**src/rtl/multi_alu_pkg.sv**
```systemverilog
package multi_alu_pkg;

  localparam int unsigned CTRL_W = 8;

  typedef enum logic [1:0] {
    CLS_SHIFT = 2'b00,
    CLS_SLT   = 2'b01,
    CLS_ARITH = 2'b10,
    CLS_LOGIC = 2'b11
  } fn_class_e;

  typedef enum logic [1:0] {
    SH_NONE = 2'b00,
    SH_LL   = 2'b01,
    SH_LR   = 2'b10,
    SH_AR   = 2'b11
  } shift_fn_e;

  typedef enum logic [1:0] {
    LG_AND = 2'b00,
    LG_OR  = 2'b01,
    LG_XOR = 2'b10,
    LG_NOR = 2'b11
  } logic_fn_e;

  // packed MSB first: cls[7:6] sub[5] amt_var[4] sh_fn[3:2] lg_fn[1:0]
  typedef struct packed {
    fn_class_e cls;
    logic      sub;
    logic      amt_var;
    shift_fn_e sh_fn;
    logic_fn_e lg_fn;
  } ctrl_word_t;

  // Sign-based overflow rule: equal operand signs, differing result sign.
  function automatic logic sign_rule_ovf(input logic a_msb, input logic b_msb,
                                         input logic s_msb);
    return (a_msb == b_msb) && (s_msb != a_msb);
  endfunction

endpackage

```
**src/rtl/alu_cla_adder.sv**
```systemverilog
module alu_cla_adder #(
  parameter int unsigned W   = 32,
  parameter int unsigned GRP = 4
) (
  input  logic [W-1:0] a,
  input  logic [W-1:0] b,
  input  logic         sub,
  output logic [W-1:0] sum,
  output logic         ovf
);
  import multi_alu_pkg::*;

  localparam int unsigned NG = W / GRP;

  logic [W-1:0] b_eff;
  logic [W-1:0] prop;
  logic [W-1:0] gen;
  logic [W:0]   carry;

  assign b_eff = b ^ {W{sub}};
  assign prop  = a ^ b_eff;
  assign gen   = a & b_eff;

  // Group lookahead: each bit's carry is a sum of products from the
  // group carry-in; the group carry-out uses group generate/propagate.
  always_comb begin
    carry    = '0;
    carry[0] = sub;
    for (int gi = 0; gi < NG; gi++) begin
      logic gg;
      logic gp;
      for (int k = 0; k < int'(GRP) - 1; k++) begin
        logic run_p;
        logic acc;
        run_p = 1'b1;
        acc   = 1'b0;
        for (int j = k; j >= 0; j--) begin
          acc   = acc | (gen[gi*GRP+j] & run_p);
          run_p = run_p & prop[gi*GRP+j];
        end
        carry[gi*GRP+k+1] = acc | (run_p & carry[gi*GRP]);
      end
      gg = 1'b0;
      gp = 1'b1;
      for (int j = int'(GRP) - 1; j >= 0; j--) begin
        gg = gg | (gen[gi*GRP+j] & gp);
        gp = gp & prop[gi*GRP+j];
      end
      carry[(gi+1)*GRP] = gg | (gp & carry[gi*GRP]);
    end
  end

  assign sum = prop ^ carry[W-1:0];
  assign ovf = carry[W] ^ carry[W-1];

  always_comb begin

    sum_ref_chk: assert (sum == W'(a + b_eff + W'(sub)));

    ovf_rule_chk: assert (ovf == sign_rule_ovf(a[W-1], b_eff[W-1], sum[W-1]));
  end

endmodule

```
**src/rtl/alu_shifter.sv**
```systemverilog
module alu_shifter #(
  parameter int unsigned W    = 32,
  parameter int unsigned SH_W = $clog2(W)
) (
  input  logic [W-1:0]             din,
  input  logic [SH_W-1:0]          amt,
  input  multi_alu_pkg::shift_fn_e fn,
  output logic [W-1:0]             dout
);
  import multi_alu_pkg::*;

  function automatic logic [W-1:0] bit_rev(input logic [W-1:0] v);
    logic [W-1:0] r;
    for (int i = 0; i < int'(W); i++) r[i] = v[W-1-i];
    return r;
  endfunction

  logic         go_left;
  logic         fill_bit;
  logic [W-1:0] stg [SH_W+1];
  logic [W-1:0] shifted;

  assign go_left  = (fn == SH_LL);
  assign fill_bit = (fn == SH_AR) & din[W-1];
  assign stg[0]   = go_left ? bit_rev(din) : din;

  // Right-shifting barrel, one stage per amount bit; left shifts reuse it
  // through bit reversal on both sides.
  generate
    for (genvar s = 0; s < int'(SH_W); s++) begin : g_stage
      localparam int unsigned D = 1 << s;
      assign stg[s+1] = amt[s] ? {{D{fill_bit}}, stg[s][W-1:D]} : stg[s];
    end
  endgenerate

  assign shifted = go_left ? bit_rev(stg[SH_W]) : stg[SH_W];
  assign dout    = (fn == SH_NONE) ? din : shifted;

  always_comb begin

    sign_keep_chk: assert (!(fn == SH_AR) || (dout[W-1] == din[W-1]));

    left_fill_chk: assert (!(fn == SH_LL && amt != '0) || (dout[0] == 1'b0));
  end

endmodule

```
**src/rtl/alu_logic_unit.sv**
```systemverilog
module alu_logic_unit #(
  parameter int unsigned W = 32
) (
  input  logic [W-1:0]             a,
  input  logic [W-1:0]             b,
  input  multi_alu_pkg::logic_fn_e fn,
  output logic [W-1:0]             dout
);
  import multi_alu_pkg::*;

  always_comb begin
    unique case (fn)
      LG_AND:  dout = a & b;
      LG_OR:   dout = a | b;
      LG_XOR:  dout = a ^ b;
      default: dout = ~(a | b);
    endcase
  end

  always_comb begin

    nor_disjoint_chk: assert (!(fn == LG_NOR) || ((dout & (a | b)) == '0));
  end

endmodule

```
**src/rtl/multi_alu.sv**
```systemverilog
module multi_alu #(
  parameter int unsigned DATA_W = 32,
  parameter int unsigned GRP_W  = 4,
  localparam int unsigned SH_W  = $clog2(DATA_W)
) (
  input  logic [DATA_W-1:0]               opnd_x,
  input  logic [DATA_W-1:0]               opnd_y,
  input  logic [SH_W-1:0]                 shamt_imm,
  input  logic [multi_alu_pkg::CTRL_W-1:0] ctrl,
  output logic [DATA_W-1:0]               result,
  output logic                            zero_flag,
  output logic                            ovfl_flag
);
  import multi_alu_pkg::*;

  ctrl_word_t       cw;
  logic [SH_W-1:0]  sh_amt;
  logic             sub_eff;
  logic [DATA_W-1:0] add_sum;
  logic             add_ovf;
  logic             slt_bit;
  logic [DATA_W-1:0] sh_out;
  logic [DATA_W-1:0] lg_out;

  assign cw      = ctrl_word_t'(ctrl);
  assign sh_amt  = cw.amt_var ? opnd_x[SH_W-1:0] : shamt_imm;
  assign sub_eff = cw.sub | (cw.cls == CLS_SLT);

  alu_cla_adder #(.W(DATA_W), .GRP(GRP_W)) adder_i (
    .a   (opnd_x),
    .b   (opnd_y),
    .sub (sub_eff),
    .sum (add_sum),
    .ovf (add_ovf)
  );

  alu_shifter #(.W(DATA_W), .SH_W(SH_W)) shifter_i (
    .din  (opnd_y),
    .amt  (sh_amt),
    .fn   (cw.sh_fn),
    .dout (sh_out)
  );

  alu_logic_unit #(.W(DATA_W)) logic_i (
    .a    (opnd_x),
    .b    (opnd_y),
    .fn   (cw.lg_fn),
    .dout (lg_out)
  );

  // Sign of the difference, corrected by the overflow of that difference.
  assign slt_bit = add_sum[DATA_W-1] ^ add_ovf;

  always_comb begin
    unique case (cw.cls)
      CLS_SHIFT: result = sh_out;
      CLS_SLT:   result = {{(DATA_W-1){1'b0}}, slt_bit};
      CLS_ARITH: result = add_sum;
      default:   result = lg_out;
    endcase
  end

  assign zero_flag = ~|result;
  assign ovfl_flag = (cw.cls == CLS_ARITH) & add_ovf;

  always_comb begin

    ovfl_class_chk: assert (!ovfl_flag || (cw.cls == CLS_ARITH));

    slt_signed_chk: assert (!(cw.cls == CLS_SLT) ||
                            (slt_bit == ($signed(opnd_x) < $signed(opnd_y))));

    slt_width_chk: assert (!(cw.cls == CLS_SLT) || (result[DATA_W-1:1] == '0));
  end

endmodule

```
**config.mk**
```make
export PLATFORM = sky130hd
export DESIGN_NAME = multi_alu
export DESIGN_NICKNAME = d
export VERILOG_FILES = /design/src/rtl/multi_alu_pkg.sv /design/src/rtl/alu_cla_adder.sv /design/src/rtl/alu_shifter.sv /design/src/rtl/alu_logic_unit.sv /design/src/rtl/multi_alu.sv
export SDC_FILE = /design/constraint.sdc
export NUM_CORES = 1
export LEC_CHECK = 0
export BUFFER_PORTS_ARGS = -buffer_cell sky130_fd_sc_hd__clkbuf_2
export CELL_PAD_IN_SITES_DETAIL_PLACEMENT = 1
export CELL_PAD_IN_SITES_GLOBAL_PLACEMENT = 2
export CORE_UTILIZATION = 35
export DETAILED_ROUTE_END_ITERATION = 6
export PLACE_DENSITY = 0.93
export REMOVE_ABC_BUFFERS = 1
export SLEW_MARGIN = 10
export SYNTH_ARGS = -nofsm -noshare
export SYNTH_HDL_FRONTEND = slang
export SYNTH_SLANG_ARGS = --single-unit
```
**constraint.sdc**
```tcl
create_clock -name vclk -period 9.2
set_clock_uncertainty 0.15 [all_clocks]
set_input_delay 0.46 -clock vclk [all_inputs]
set_output_delay 0.46 -clock vclk [all_outputs]
set_load 0.005 [all_outputs]
```
-- After elaboration in Yosys (flattened, before gate mapping)
Cells that the tools add are included.
Widths: inputs -> output; s select.
- flip-flop bits (word level): 0
- input port bits: 77
- output and inout bits: 34
- word-level logic and storage cells: 243
- eq/ne operators: 6
- multiplexer cells: 11
- bitwise logic cells: 221
- reductions and logical operators: 5
- operators with widths (kind ; number):
    $mux 32 ; 8
    $pmux 32 s3 ; 2
    $and 1x1->1 ; 130
    $xor 32x32->32 ; 4
    $or 1x1->1 ; 81
    $and 32x32->32 ; 2
    $not 32->32 ; 1
    $or 32x32->32 ; 1
    $reduce_or 32->1 ; 1
    $eq 2x1->1 const B ; 3
    $eq 2x2->1 const B ; 3
    $logic_not 2->1 ; 3
    $mux 5 ; 1
    $xor 1x1->1 ; 2
    $logic_not 1->1 ; 1

-- Longest topological paths before layout
Gate-level depths: netlist of the first run.
- depth in word-level cells: 28
- mapped depth: 23
- mapped depth without buffers: 22

-- Hierarchy
From an unflattened synthesis of the first run, not the netlist that was laid out.
- cell total of the unflattened synthesis: 1005
- area total of the unflattened synthesis: 7766.2 um^2
- modules (own cells, without submodules) (module ; instances ; cells an instance ; area each (um^2)):
    alu_shifter ; 1 ; 382 ; 2926.6
    alu_logic_unit ; 1 ; 306 ; 2242.2
    alu_cla_adder ; 1 ; 222 ; 1770.4
    multi_alu ; 1 ; 95 ; 827.0

-- Worst setup path after synthesis of the first run
Ideal clock, no wire load.
- path type: in2out
- start: input ctrl[6] (netlist bit)
- end: output zero_flag
- data arrival time: 5198 ps
- path slack: 3392 ps
- stages: 21
- path buffers: 1
- cell sequence: nor2b_1 > nor2_1 > clkbuf_1 > xnor2_1 > ha_1 > and3_1 > o2111ai_1 > a211oi_1 > o21ai_0 > o21ai_0 > a31oi_1 > fa_1 > xnor2_1 > o21a_1 > a2111oi_0 > a31oi_1 > nor3_1 > nand4bb_1 > nor4_1 > nand4b_1 > nor4_2
- elaborated cells between the ends (all ways): 221
- RTL lines (item ; RTL line ; source):
    start: declaration ; multi_alu.sv:9 ; input logic [multi_alu_pkg::CTRL_W-1:0] ctrl,
    $eq 2x1->1 ; multi_alu.sv:27, multi_alu.sv:55 ;
    $or 1x1->1 ; multi_alu.sv:27 ; assign sub_eff = cw.sub | (cw.cls == CLS_SLT);
    $xor 32x32->32 ; alu_cla_adder.sv:20 ; assign b_eff = b ^ {W{sub}};
    $and 32x32->32 / $xor 32x32->32 (equally long branches) ; alu_cla_adder.sv:22, alu_cla_adder.sv:21 ;
    $and 1x1->1, on equally long branches ; alu_cla_adder.sv:46, alu_cla_adder.sv:47 ;
    $or 1x1->1 (tied with other cells) (2 in series) ; alu_cla_adder.sv:46 ; gg = gg | (gen[gi*GRP+j] & gp);
    $or 1x1->1 / $and 1x1->1 (equally long branches) ; alu_cla_adder.sv:46, alu_cla_adder.sv:49 ;
    $or 1x1->1 ; alu_cla_adder.sv:49 ; carry[(gi+1)*GRP] = gg | (gp & carry[gi*GRP]);
    [9 not listed] ; -- ;
    $or 1x1->1 ; alu_cla_adder.sv:49 ;
    $and 1x1->1 ; alu_cla_adder.sv:41 ; carry[gi*GRP+k+1] = acc | (run_p & carry[gi*GRP]);
    $or 1x1->1 ; alu_cla_adder.sv:41 ;
    $xor 32x32->32 ; alu_cla_adder.sv:53 ; assign sum = prop ^ carry[W-1:0];
    $pmux 32 s3 (*) ; multi_alu.sv:55 ; unique case (cw.cls)
    net result[25] ; multi_alu.sv:10 ; output logic [DATA_W-1:0] result,
    $reduce_or 32->1 (*) ; multi_alu.sv:63 ; assign zero_flag = ~|result;
    $logic_not 1->1 (*) ; multi_alu.sv:63 ;
    end: declaration ; multi_alu.sv:11 ; output logic zero_flag,
Mark *: on every way through the listed nets, which the timed path passes. The rest lies on a longest branch.

-- Worst setup path after layout of the first run
- start: input ctrl[6] (netlist bit)
- end: output zero_flag
- longest elaborated chain between the ends: 28
- elaborated cells between the ends (all ways): 221
- RTL lines (item ; RTL line ; source):
    $eq 2x1->1 ; multi_alu.sv:27, multi_alu.sv:55 ;
    $or 1x1->1 ; multi_alu.sv:27 ;
    $xor 32x32->32 ; alu_cla_adder.sv:20 ;
    $and 32x32->32 / $xor 32x32->32 (equally long branches) ; alu_cla_adder.sv:22, alu_cla_adder.sv:21 ;
    $and 1x1->1, on equally long branches ; alu_cla_adder.sv:46, alu_cla_adder.sv:47 ;
    $or 1x1->1 (tied with other cells) (2 in series) ; alu_cla_adder.sv:46 ;
    $or 1x1->1 / $and 1x1->1 (equally long branches) ; alu_cla_adder.sv:46, alu_cla_adder.sv:49 ;
    $or 1x1->1 ; alu_cla_adder.sv:49 ;
    [11 not listed] ; -- ;
    $or 1x1->1 ; alu_cla_adder.sv:49 ;
    $and 1x1->1, on equally long branches ; alu_cla_adder.sv:41, alu_cla_adder.sv:49 ;
    $or 1x1->1, on equally long branches ; alu_cla_adder.sv:41, alu_cla_adder.sv:49 ;
    $xor 32x32->32 / $xor 1x1->1 (equally long branches) ; alu_cla_adder.sv:53, alu_cla_adder.sv:54 ;
    $xor 1x1->1 ; multi_alu.sv:52 ; assign slt_bit = add_sum[DATA_W-1] ^ add_ovf;
    $pmux 32 s3 (*) ; multi_alu.sv:55 ;
    $reduce_or 32->1 (*) ; multi_alu.sv:63 ;
    $logic_not 1->1 (*) ; multi_alu.sv:63 ;
Mark *: on every way between the ends. The rest lies on a longest branch, timed or not.

==> key figures, run 1 <==
Detailed routing
  – Final WL: 40800 um
  – Avg WL per Cell: 29.1 um
  – DRT Pass-1 Iters: 5
  – Vias per inst: 6.70
  – Post-DRT Antenna Nets: 0
  – # DRC: 0
  – DR iter-0 viols: 1000
  – DR vias: 9406

Synthesis
  – Synth area leaders: ha_1 15%, mux4_2 9.6%, mux2i_1 6.0%, xnor2_1 4.9%, xor2_1 4.1%
  – Syn Std Cell Area: 0.00797 mm^2
  – Seq/Total Area, Yosys: 0%
  – Synth Area per Inst: 7.52 um^2
  – Post-synth top cells: 96 x ha_1, 84 x nand2_1, 82 x inv_1, 64 x nor2_1, 58 x a21oi_1
  – Leading area contributor after synthesis: ha_1
  – YS warnings: 0
  – Netlist cell types: 80
  – Post-synth top area share: 15.1%
  – Top-count cell post-synth: ha_1
  – Post-Syn Instances: 1060

Final layout
  – Fraction of layout cells with a size suffix above 1: 19.4%
  – Fillers: 2795
  – Area Overhead vs Synth: 10.4%
  – Post-layout util: 39.8%
  – Nets: 1305
  – # clk buffers: 0
  – Seq_cells: 0
  – Reg area: 0 um^2
  – Area of the multi-input gates: 0.00734 mm^2

Critical path
  – Worst Path Required: 8.59 ns
  – Startpoint types: input pin
  – Crit-path most repeated cell: a31oi_1
  – Crit-path cells: clkbuf_2 > nor2b_1 > buf_4 > nor2_4 > buf_4 > xnor2_1 > ha_1 > a21o_1 > a31oi_1 > o211ai_1 > o21ai_0 > o21ai_0 > a31oi_1 > fa_1 > xnor2_1 > o21a_1 > a2111oi_0 > a31oi_1 > nor3_1 > nand4bb_1 > nor4_1 > nand4b_1 > nor4_2 > clkbuf_2
  – Crit Path Max Fanout: 17
  – Critical path arrival: 7.35 ns
  – Number of buffer and inverter stages on the critical path: 4
  – Worst Path Class, Setup: input pin to output pin
  – CP peak stage delay: 0.68 ns
  – Setup crit end kind: output pin
  – Delay-heaviest family, CP: compound AO/OA/AOI/OAI gates
  – Critical-path top delay cell: o21ai_0

Hold path
  – Worst min path class: input pin to output pin

GRT
  – Remaining global-route overflow: 0
  – First-pass GRT wire length: 61200 um
  – GR Util All Layers: 34.4%
  – Pin count of the biggest net entering global routing: 56
  – Initial antenna violation count: 0
  – Number of global-route vias before repair: 9245

Floorplanning
  – I/O pins: 111
  – Row count: 54
  – Die X: 153 um
  – Initial core utilization: 36.1%
  – Core area: 0.0221 mm^2
  – Die height: 153 um
  – Die area: 0.0234 mm^2

Timing
  – Hold WS: 1.38 ns
  – Worst-margin pin slew: 1.21 ns
  – Final hold violation count: 0
  – RSZ-0062 raised after global routing: no
  – Fmax: 0.126 GHz
  – Count of final setup violators: 0
  – Pins Over Slew Limit: 0
  – TNS Setup: 0 ns
  – Final period util: 86.6%
  – Slew Limit Headroom: 18.5%
  – Final min period: 7.96 ns

Place
  – Port Buf Inserts: 111
  – RePlAce Congestion: 1.05
  – DP Wirelength: 31700 um

Power
  – Tot Pwr: 0.742 mW
  – PwrDens: 84.4 mW/mm^2
  – Max VDD drop: 0.0000309 V
  – Pleak: 3.85 nW

Clock tree
  – Post-CTS Setup Bufs: 0
  – CTS Hold Bufs: 0
  – Post-cts resize count: 0

Status
  – Status: complete, no violations

Run
  – Total of max-cap violations: 0
==> area by class of cell <==
type	count	area share (%)
diodes	1	0.0284
inverters	83	3.54
multi-input cells	897	83.4
well taps	280	3.98
repair buffers	143	9.07
==> where the power goes <==
group          internal [mW]  switching (mW)
Sequential                 0               0
Clock          0.00000000618               0
Combinational          0.270           0.472
==> cell usage in the layout, fill, tap and decap left out, types with 14 or more instances in the layout <==
master	n
a211oi_1	41
a21oi_1	58
a31oi_1	16
buf_4	33
clkbuf_2	110
ha_1	96
inv_1	82
mux2_2	18
mux2i_1	46
mux4_2	34
nand2_1	84
nand3_1	21
nor2_1	63
nor2b_1	20
nor3_1	15
o2111ai_1	14
o211ai_1	22
o21ai_0	57
o22ai_1	14
xnor2_1	45
xor2_1	37
==> final timing paths <==
| check | cells past startpoint | startpoint | to | slack (ns) |
|---|---|---|---|---|
| setup / recovery | 24 | ctrl[6] | zero_flag | 1.24 |
| hold / removal | 5 | opnd_x[31] | ovfl_flag | 1.38 |
==> cells by family (layout without fill, tap and decap cells) <==
kind of cell               Yosys count  after routing  share of synthesized area (%)
AOI/OAI and AO/OA                  338            338                           29.4
xor gates and xnor gates            82             82                           9.01
adders and majority gates          103            103                           16.8
buffers and inverters              163            226                           8.35
muxes                              110            110                           20.3
other                                0              1                              0
and+or+nand+nor                    264            264                           16.0
==> metrics by stage <==
step / setup slack (ns) / cells / cell area [um^2]
finish: 1.24 / 1404 / 8800
global route: 0.932 / 1403 / 8800
CTS: 1.53 / 1403 / 8800
detailed placement: 1.53 / 1403 / 8800
global placement: 1.69 / 1403 / 8800
floorplan: 2.08 / 980 / 7610
==> routing by layer <==
layer	track usage, %	vias to the layer above	routed length [um]
met4	11.1	0	1600
li1	-	4130	-
met1	47.4	4661	17800
met5	0	-	0
met3	3.63	104	3080
met2	56.1	511	18400
Power figures use the tool's default switching activity.
==> run 2: changes to the inputs <==
--- a/config.mk
+++ b/config.mk
@@ -8,6 +8,7 @@
 export BUFFER_PORTS_ARGS = -buffer_cell sky130_fd_sc_hd__clkbuf_2
 export CELL_PAD_IN_SITES_DETAIL_PLACEMENT = 1
 export CELL_PAD_IN_SITES_GLOBAL_PLACEMENT = 2
+export CORE_ASPECT_RATIO = 1.5
 export CORE_UTILIZATION = 35
 export DETAILED_ROUTE_END_ITERATION = 6
 export PLACE_DENSITY = 0.93
==> run 2 against run 1 <==
Compared with the run above: the run now ends with DRC left; worst setup slack improved by 0.67 ns; die area barely moved; final area is 0.77% lower; via count about the same; final cell count decreased by 0.85%; largest cell class unchanged; non-clock buffer count fell by 9; global-route usage increased by 0.17 points; utilization is 0.82 points lower; first-iteration DRC count fell by 18%; hold slack got worse by 0.034 ns; sequential cell count did not move; largest power group unchanged; critical path depth shrank 2.
==> key figures, run 2 (same netlist as run 1, synthesis figures left out) <==
Status
  – Status: finished with violations
  – Failing checks: DRC

Critical path
  – Critical path arrival: 6.68 ns (-0.67 ns)
  – Crit-path cells: clkbuf_2 > nor2b_1 > nor2_4 > xnor2_1 > ha_1 > and3_1 > o2111ai_1 > a211oi_1 > o21ai_0 > o21ai_0 > a31oi_1 > fa_1 > xnor2_1 > o21a_1 > a2111oi_0 > a31oi_1 > nor3_1 > nand4bb_1 > nor4_1 > nand4b_1 > nor4_2 > clkbuf_2
  – Startpoint types: input pin
  – Worst Path Required: 8.59 ns (about the same)
  – Setup crit end kind: output pin
  – Worst Path Class, Setup: input pin to output pin
  – Delay-heaviest family, CP: compound AO/OA/AOI/OAI gates
  – Number of buffer and inverter stages on the critical path: 2 (-2)
  – Critical-path top delay cell: nor2_4
  – CP peak stage delay: 0.69 ns (about the same)
  – Crit Path Max Fanout: 23 (+6)

Run
  – Total of max-cap violations: 0 (unchanged)

Floorplanning
  – Row count: 67 (+24%)
  – Initial core utilization: 35.6% (-0.47 points)
  – Core area: 0.0224 mm^2 (+1.3%)
  – Die X: 125 um (-18%)
  – Die area: 0.0234 mm^2 (about the same)
  – Die height: 187 um (+22%)
  – I/O pins: 111 (unchanged)

GRT
  – GR Util All Layers: 34.6% (+0.17 points)
  – First-pass GRT wire length: 60900 um (-0.50%)
  – Remaining global-route overflow: 0 (unchanged)
  – Pin count of the biggest net entering global routing: 65 (+16%)
  – Number of global-route vias before repair: 9615 (+4.0%)
  – Initial antenna violation count: 2 (+2)

Place
  – Port Buf Inserts: 111 (unchanged)
  – DP Wirelength: 32100 um (+1.4%)
  – Area after DPL: 0.00873 mm^2 (-0.80%)
  – Worst slack, placed: 1.94 ns (+0.405 ns)
  – RePlAce Congestion: 1.01 (-4.5%)

Power
  – PwrDens: 84.7 mW/mm^2 (+0.44%)
  – Max VDD drop: 0.0000294 V (-4.7%)
  – Pleak: 3.81 nW (-1.1%)

Final layout
  – Commonest cells after routing, fill and taps aside: 110 x clkbuf_2, 96 x ha_1, 84 x nand2_1
  – # clk buffers: 0 (unchanged)
  – Fraction of layout cells with a size suffix above 1: 18.9% (-0.56 points)
  – Reg area: 0 um^2 (unchanged)
  – Seq_cells: 0 (unchanged)
  – Final Instance Area: 0.00873 mm^2 (-0.77%)
  – Fillers: 2817 (+0.79%)
  – Nets: 1296 (-0.69%)
  – Most common library cell in the layout ignoring fill and taps: clkbuf_2
  – Area Overhead vs Synth: 9.59%

Clock tree
  – CTS Hold Bufs: 0 (unchanged)
  – Post-cts resize count: 0 (unchanged)
  – Post-CTS Setup Bufs: 0 (unchanged)

Hold path
  – Worst min path class: input pin to output pin

Detailed routing
  – Avg WL per Cell: 29.4 um (+1.3%)
  – Post-DRT Antenna Nets: 0 (unchanged)
  – Vias per inst: 6.76 (+0.96%)
  – Final WL: 41000 um (+0.44%)
  – # DRC: 12 (+12)
  – DR vias: 9415 (+0.096%)
  – DRT Pass-1 Iters: 7 (+2)
  – DR iter-0 viols: 824 (-18%)

Timing
  – RSZ-0062 raised after global routing: no
  – Fmax: 0.137 GHz (+9.2%)
  – Fin worst setup slack: 1.91 ns (+0.669 ns)
  – Pins Over Slew Limit: 0 (unchanged)
  – Worst-margin pin slew: 1.17 ns (-0.0453 ns)
  – TNS Setup: 0 ns (unchanged)
  – Final min period: 7.29 ns (-0.669 ns)
  – Slew Limit Headroom: 21.9% (+3.5 points)
  – Final hold violation count: 0 (unchanged)
  – Final period util: 79.3% (-7.3 points)
  – Count of final setup violators: 0 (unchanged)
==> run 2: cell types whose count changed in the layout (fill, tap and decap cells not counted) <==
cell	delta
nand2b_1	-1
diode_2	+1
nand2b_2	+1
buf_4	-9
==> run 2: per-stage QoR <==
step,hold WS (ns),total power [mW],instances,util (%)
CTS,1.34,0.721,1390,39.0
floorplan,0.898,0.430,980,-
finish,1.34,0.740,1392,39.0
detailed placement,1.34,0.717,1390,39.0
global placement,1.33,0.707,1390,39.0
global route,1.35,0.788,1391,39.0
==> run 2: final timing paths <==
check / depth (start not counted) / from / endpoint / slack [ns]
worst max-delay path: 22 / ctrl[6] / zero_flag / 1.91
worst min-delay path: 4 / opnd_y[23] / result[23] / 1.34
==> run 2: layer usage <==
metal  vias to the layer above  share of wire (%)  track usage (%)  wire length (um)
met2                       503                 48             59.8             19600
met5                         -                  0                0                 0
met1                      4616                 35             37.3             14300
li1                       4111                  -                -                 -
met3                       185                7.2             5.05              2940
met4                         0                 10             28.6              4180
==> run 2: cell type report <==
cell class,count,area [um^2],area share [%]
multi-input combinational,897,7340,84.1
tap,276,345,3.95
timing repair buffer,134,731,8.37
inverter,83,312,3.57
antenna,2,5.00,0.0573
==> run 2: report_power, final <==
part             total (mW)  switching [mW]  internal, mW  leakage [nW]
clock network  0.0000000306               0  0.0000000305     0.0000114
logic                 0.740           0.472         0.268          3.81
registers                 0               0             0             0
==> run 3: changes to the inputs <==
--- a/config.mk
+++ b/config.mk
@@ -9,9 +9,9 @@
 export CELL_PAD_IN_SITES_DETAIL_PLACEMENT = 1
 export CELL_PAD_IN_SITES_GLOBAL_PLACEMENT = 2
 export CORE_ASPECT_RATIO = 1.5
-export CORE_UTILIZATION = 35
+export CORE_UTILIZATION = 32
 export DETAILED_ROUTE_END_ITERATION = 6
-export PLACE_DENSITY = 0.93
+export PLACE_DENSITY = 0.9
 export REMOVE_ABC_BUFFERS = 1
 export SLEW_MARGIN = 10
 export SYNTH_ARGS = -nofsm -noshare
==> constraint.sdc (replaced) <==
create_clock -name vclk -period 6.3
set_clock_uncertainty 0.15 [all_clocks]
set_input_delay 0.315 -clock vclk [all_inputs]
set_output_delay 0.315 -clock vclk [all_outputs]
set_load 0.005 [all_outputs]
==> run 3 against run 2 <==
Compared with the run above: the run now ends clean; utilization shrank 1.5 points; wire length is 7.6% higher; worst setup slack worse by 1.6 ns; die area up 9.2%; hold slack worse by 0.27 ns; combinational power increased by 55%; sequential share of layout area did not move; critical path depth down 9; first-iteration DRC count down 0.73%; critical endpoint unchanged.
==> key figures, run 3 (same netlist as run 1, synthesis figures left out) <==
Status
  – Status: complete, no violations

Final layout
  – Commonest cells after routing, fill and taps aside: 110 x clkbuf_2, 96 x ha_1, 84 x nand2_1
  – Fraction of layout cells with a size suffix above 1: 22.3% (+3.5 points)
  – Reg area: 0 um^2 (unchanged)
  – Post-layout util: 37.6% (-1.5 points)
  – Most common library cell in the layout ignoring fill and taps: clkbuf_2
  – # clk buffers: 0 (unchanged)
  – Nets: 1338 (+3.2%)
  – Seq_cells: 0 (unchanged)
  – Area Overhead vs Synth: 15.2%
  – Finished Layout Cells: 1480 (+6.3%)
  – ANT cells: 0 (-2)

Detailed routing
  – Vias per inst: 6.55 (-3.2%)
  – Avg WL per Cell: 29.8 um (+1.2%)
  – DR vias: 9687 (+2.9%)
  – Post-DRT Antenna Nets: 0 (unchanged)
  – DR iter-0 viols: 818 (-0.73%)
  – Final WL: 44100 um (+7.6%)
  – DRT Pass-1 Iters: 7 (unchanged)
  – # DRC: 0 (-12)

Critical path
  – Crit-path most repeated cell: clkbuf_2
  – Startpoint types: input pin
  – Worst Path Required: 5.83 ns (-2.76 ns)
  – Crit Path Max Fanout: 16 (-30%)
  – CP peak stage delay: 0.82 ns (+0.13 ns)
  – Critical-path top delay cell: mux2i_4
  – Crit-path cells: clkbuf_2 > mux2i_4 > mux4_2 > mux2i_1 > nand2_1 > a211oi_1 > nor3_1 > a211o_1 > or4b_1 > nor4_1 > nand4b_1 > nor4_2 > clkbuf_2
  – Critical path arrival: 5.55 ns (-1.13 ns)
  – Worst Path Class, Setup: input pin to output pin
  – Setup crit end kind: output pin

Hold path
  – Hold Path Depth: 5 (+1)
  – Worst Hold End: ovfl_flag
  – Hold path startpoint: opnd_x[31]
  – Worst min path class: input pin to output pin

Floorplanning
  – Row count: 70 (+4.5%)
  – Die height: 195 um (+4.5%)
  – I/O pins: 111 (unchanged)
  – Die area: 0.0256 mm^2 (+9.2%)
  – Core area: 0.0244 mm^2 (+9.2%)
  – Initial core utilization: 32.6% (-3.0 points)
  – Die X: 131 um (+4.5%)

Power
  – PwrDens: 126 mW/mm^2 (+48%)
  – Max VDD drop: 0.0000417 V (+42%)
  – Tot Pwr: 1.15 mW (+56%)
  – Pleak: 4.02 nW (+5.7%)

GRT
  – First-pass GRT wire length: 64300 um (+5.6%)
  – Remaining global-route overflow: 0 (unchanged)
  – Initial antenna violation count: 0 (-2)
  – GR Util All Layers: 34.7% (+0.088 points)
  – Pin count of the biggest net entering global routing: 64 (-1.5%)
  – Number of global-route vias before repair: 9820 (+2.1%)

Timing
  – Worst-margin pin slew: 1.24 ns (+0.0756 ns)
  – Count of final setup violators: 0 (unchanged)
  – Fmax: 0.166 GHz
  – Final hold violation count: 0 (unchanged)
  – Fin worst setup slack: 0.285 ns (-1.62 ns)
  – Final period util: 95.5%
  – Final min period: 6.01 ns
  – Slew Limit Headroom: 16.5% (-5.5 points)
  – Pins Over Slew Limit: 0 (unchanged)
  – TNS Setup: 0 ns (unchanged)

Place
  – Worst slack, placed: -0.386 ns (-2.32 ns)
  – Inst Count DP: 1466 (+5.5%)
  – DP Wirelength: 34200 um (+6.6%)
  – Port Buf Inserts: 111 (unchanged)
  – RePlAce Congestion: 1.07 (+5.7%)

Clock tree
  – CTS Hold Bufs: 0 (unchanged)

Run
  – Total of max-cap violations: 0 (unchanged)
-- run 3: metal layers --
| metal | up-vias | part of all wire (%) | GRT usage (%) |
|---|---|---|---|
| li1 | 4185 | - | - |
| met1 | 4788 | 36 | 38.8 |
| met2 | 497 | 47 | 57.8 |
| met3 | 217 | 7.0 | 5.23 |
| met4 | 0 | 9.8 | 27.2 |
| met5 | - | 0 | 0 |
-- run 3: final cells by class --
class              instances  area, um^2
inverters                 83         312
multi-input cells        898        7400
fillers                 3080       15300
repair buffers           175        1060
well taps                324         405
-- run 3: worst max-delay path by stage --
stage          startpoint  slack [ns]        end  cells past startpoint
2_1_floorplan     ctrl[6]       -0.53  zero_flag                     20
4_1_cts           ctrl[6]        0.04  zero_flag                     24
3_3_place_gp      ctrl[6]       -0.17  zero_flag                     22
5_1_grt           ctrl[6]       -0.01  zero_flag                     25
3_5_place_dp      ctrl[6]       -0.39  zero_flag                     22
6_report          ctrl[4]        0.29  zero_flag                     13
-- run 3: critical path: cells and delay by family --
kind                   cells  cell delay, ns
AND/OR/NAND/NOR            6            1.73
multiplexers               3            2.10
AO/OA/AOI/OAI              2            0.85
buffers and inverters      2            0.52
-- run 3: repair_timing --
| action | CTS | global route |
|---|---|---|
| endpoints found under the hold margin | 0 | 0 |
| resized for setup | 3 | 7 |
| buffers inserted | 2 | 11 |
| endpoints found under the setup margin | 1 | 1 |
| gates cloned | 1 | 0 |
| pin swaps | 1 | 4 |
-- run 3: where the power goes --
part           switching, mW  total, mW  internal, mW  leakage (nW)
registers                  0          0             0             0
logic                  0.728       1.15         0.424          4.02
clock network              0          0             0             0
-- run 3: per-stage QoR --
| step | cell area (um^2) | hold slack, ns |
|---|---|---|
| 2_1_floorplan | 7610 | 0.608 |
| 3_3_place_gp | 9000 | 1.06 |
| 3_5_place_dp | 9000 | 1.07 |
| 4_1_cts | 9040 | 1.07 |
| 5_1_grt | 9180 | 1.11 |
| 6_report | 9180 | 1.08 |
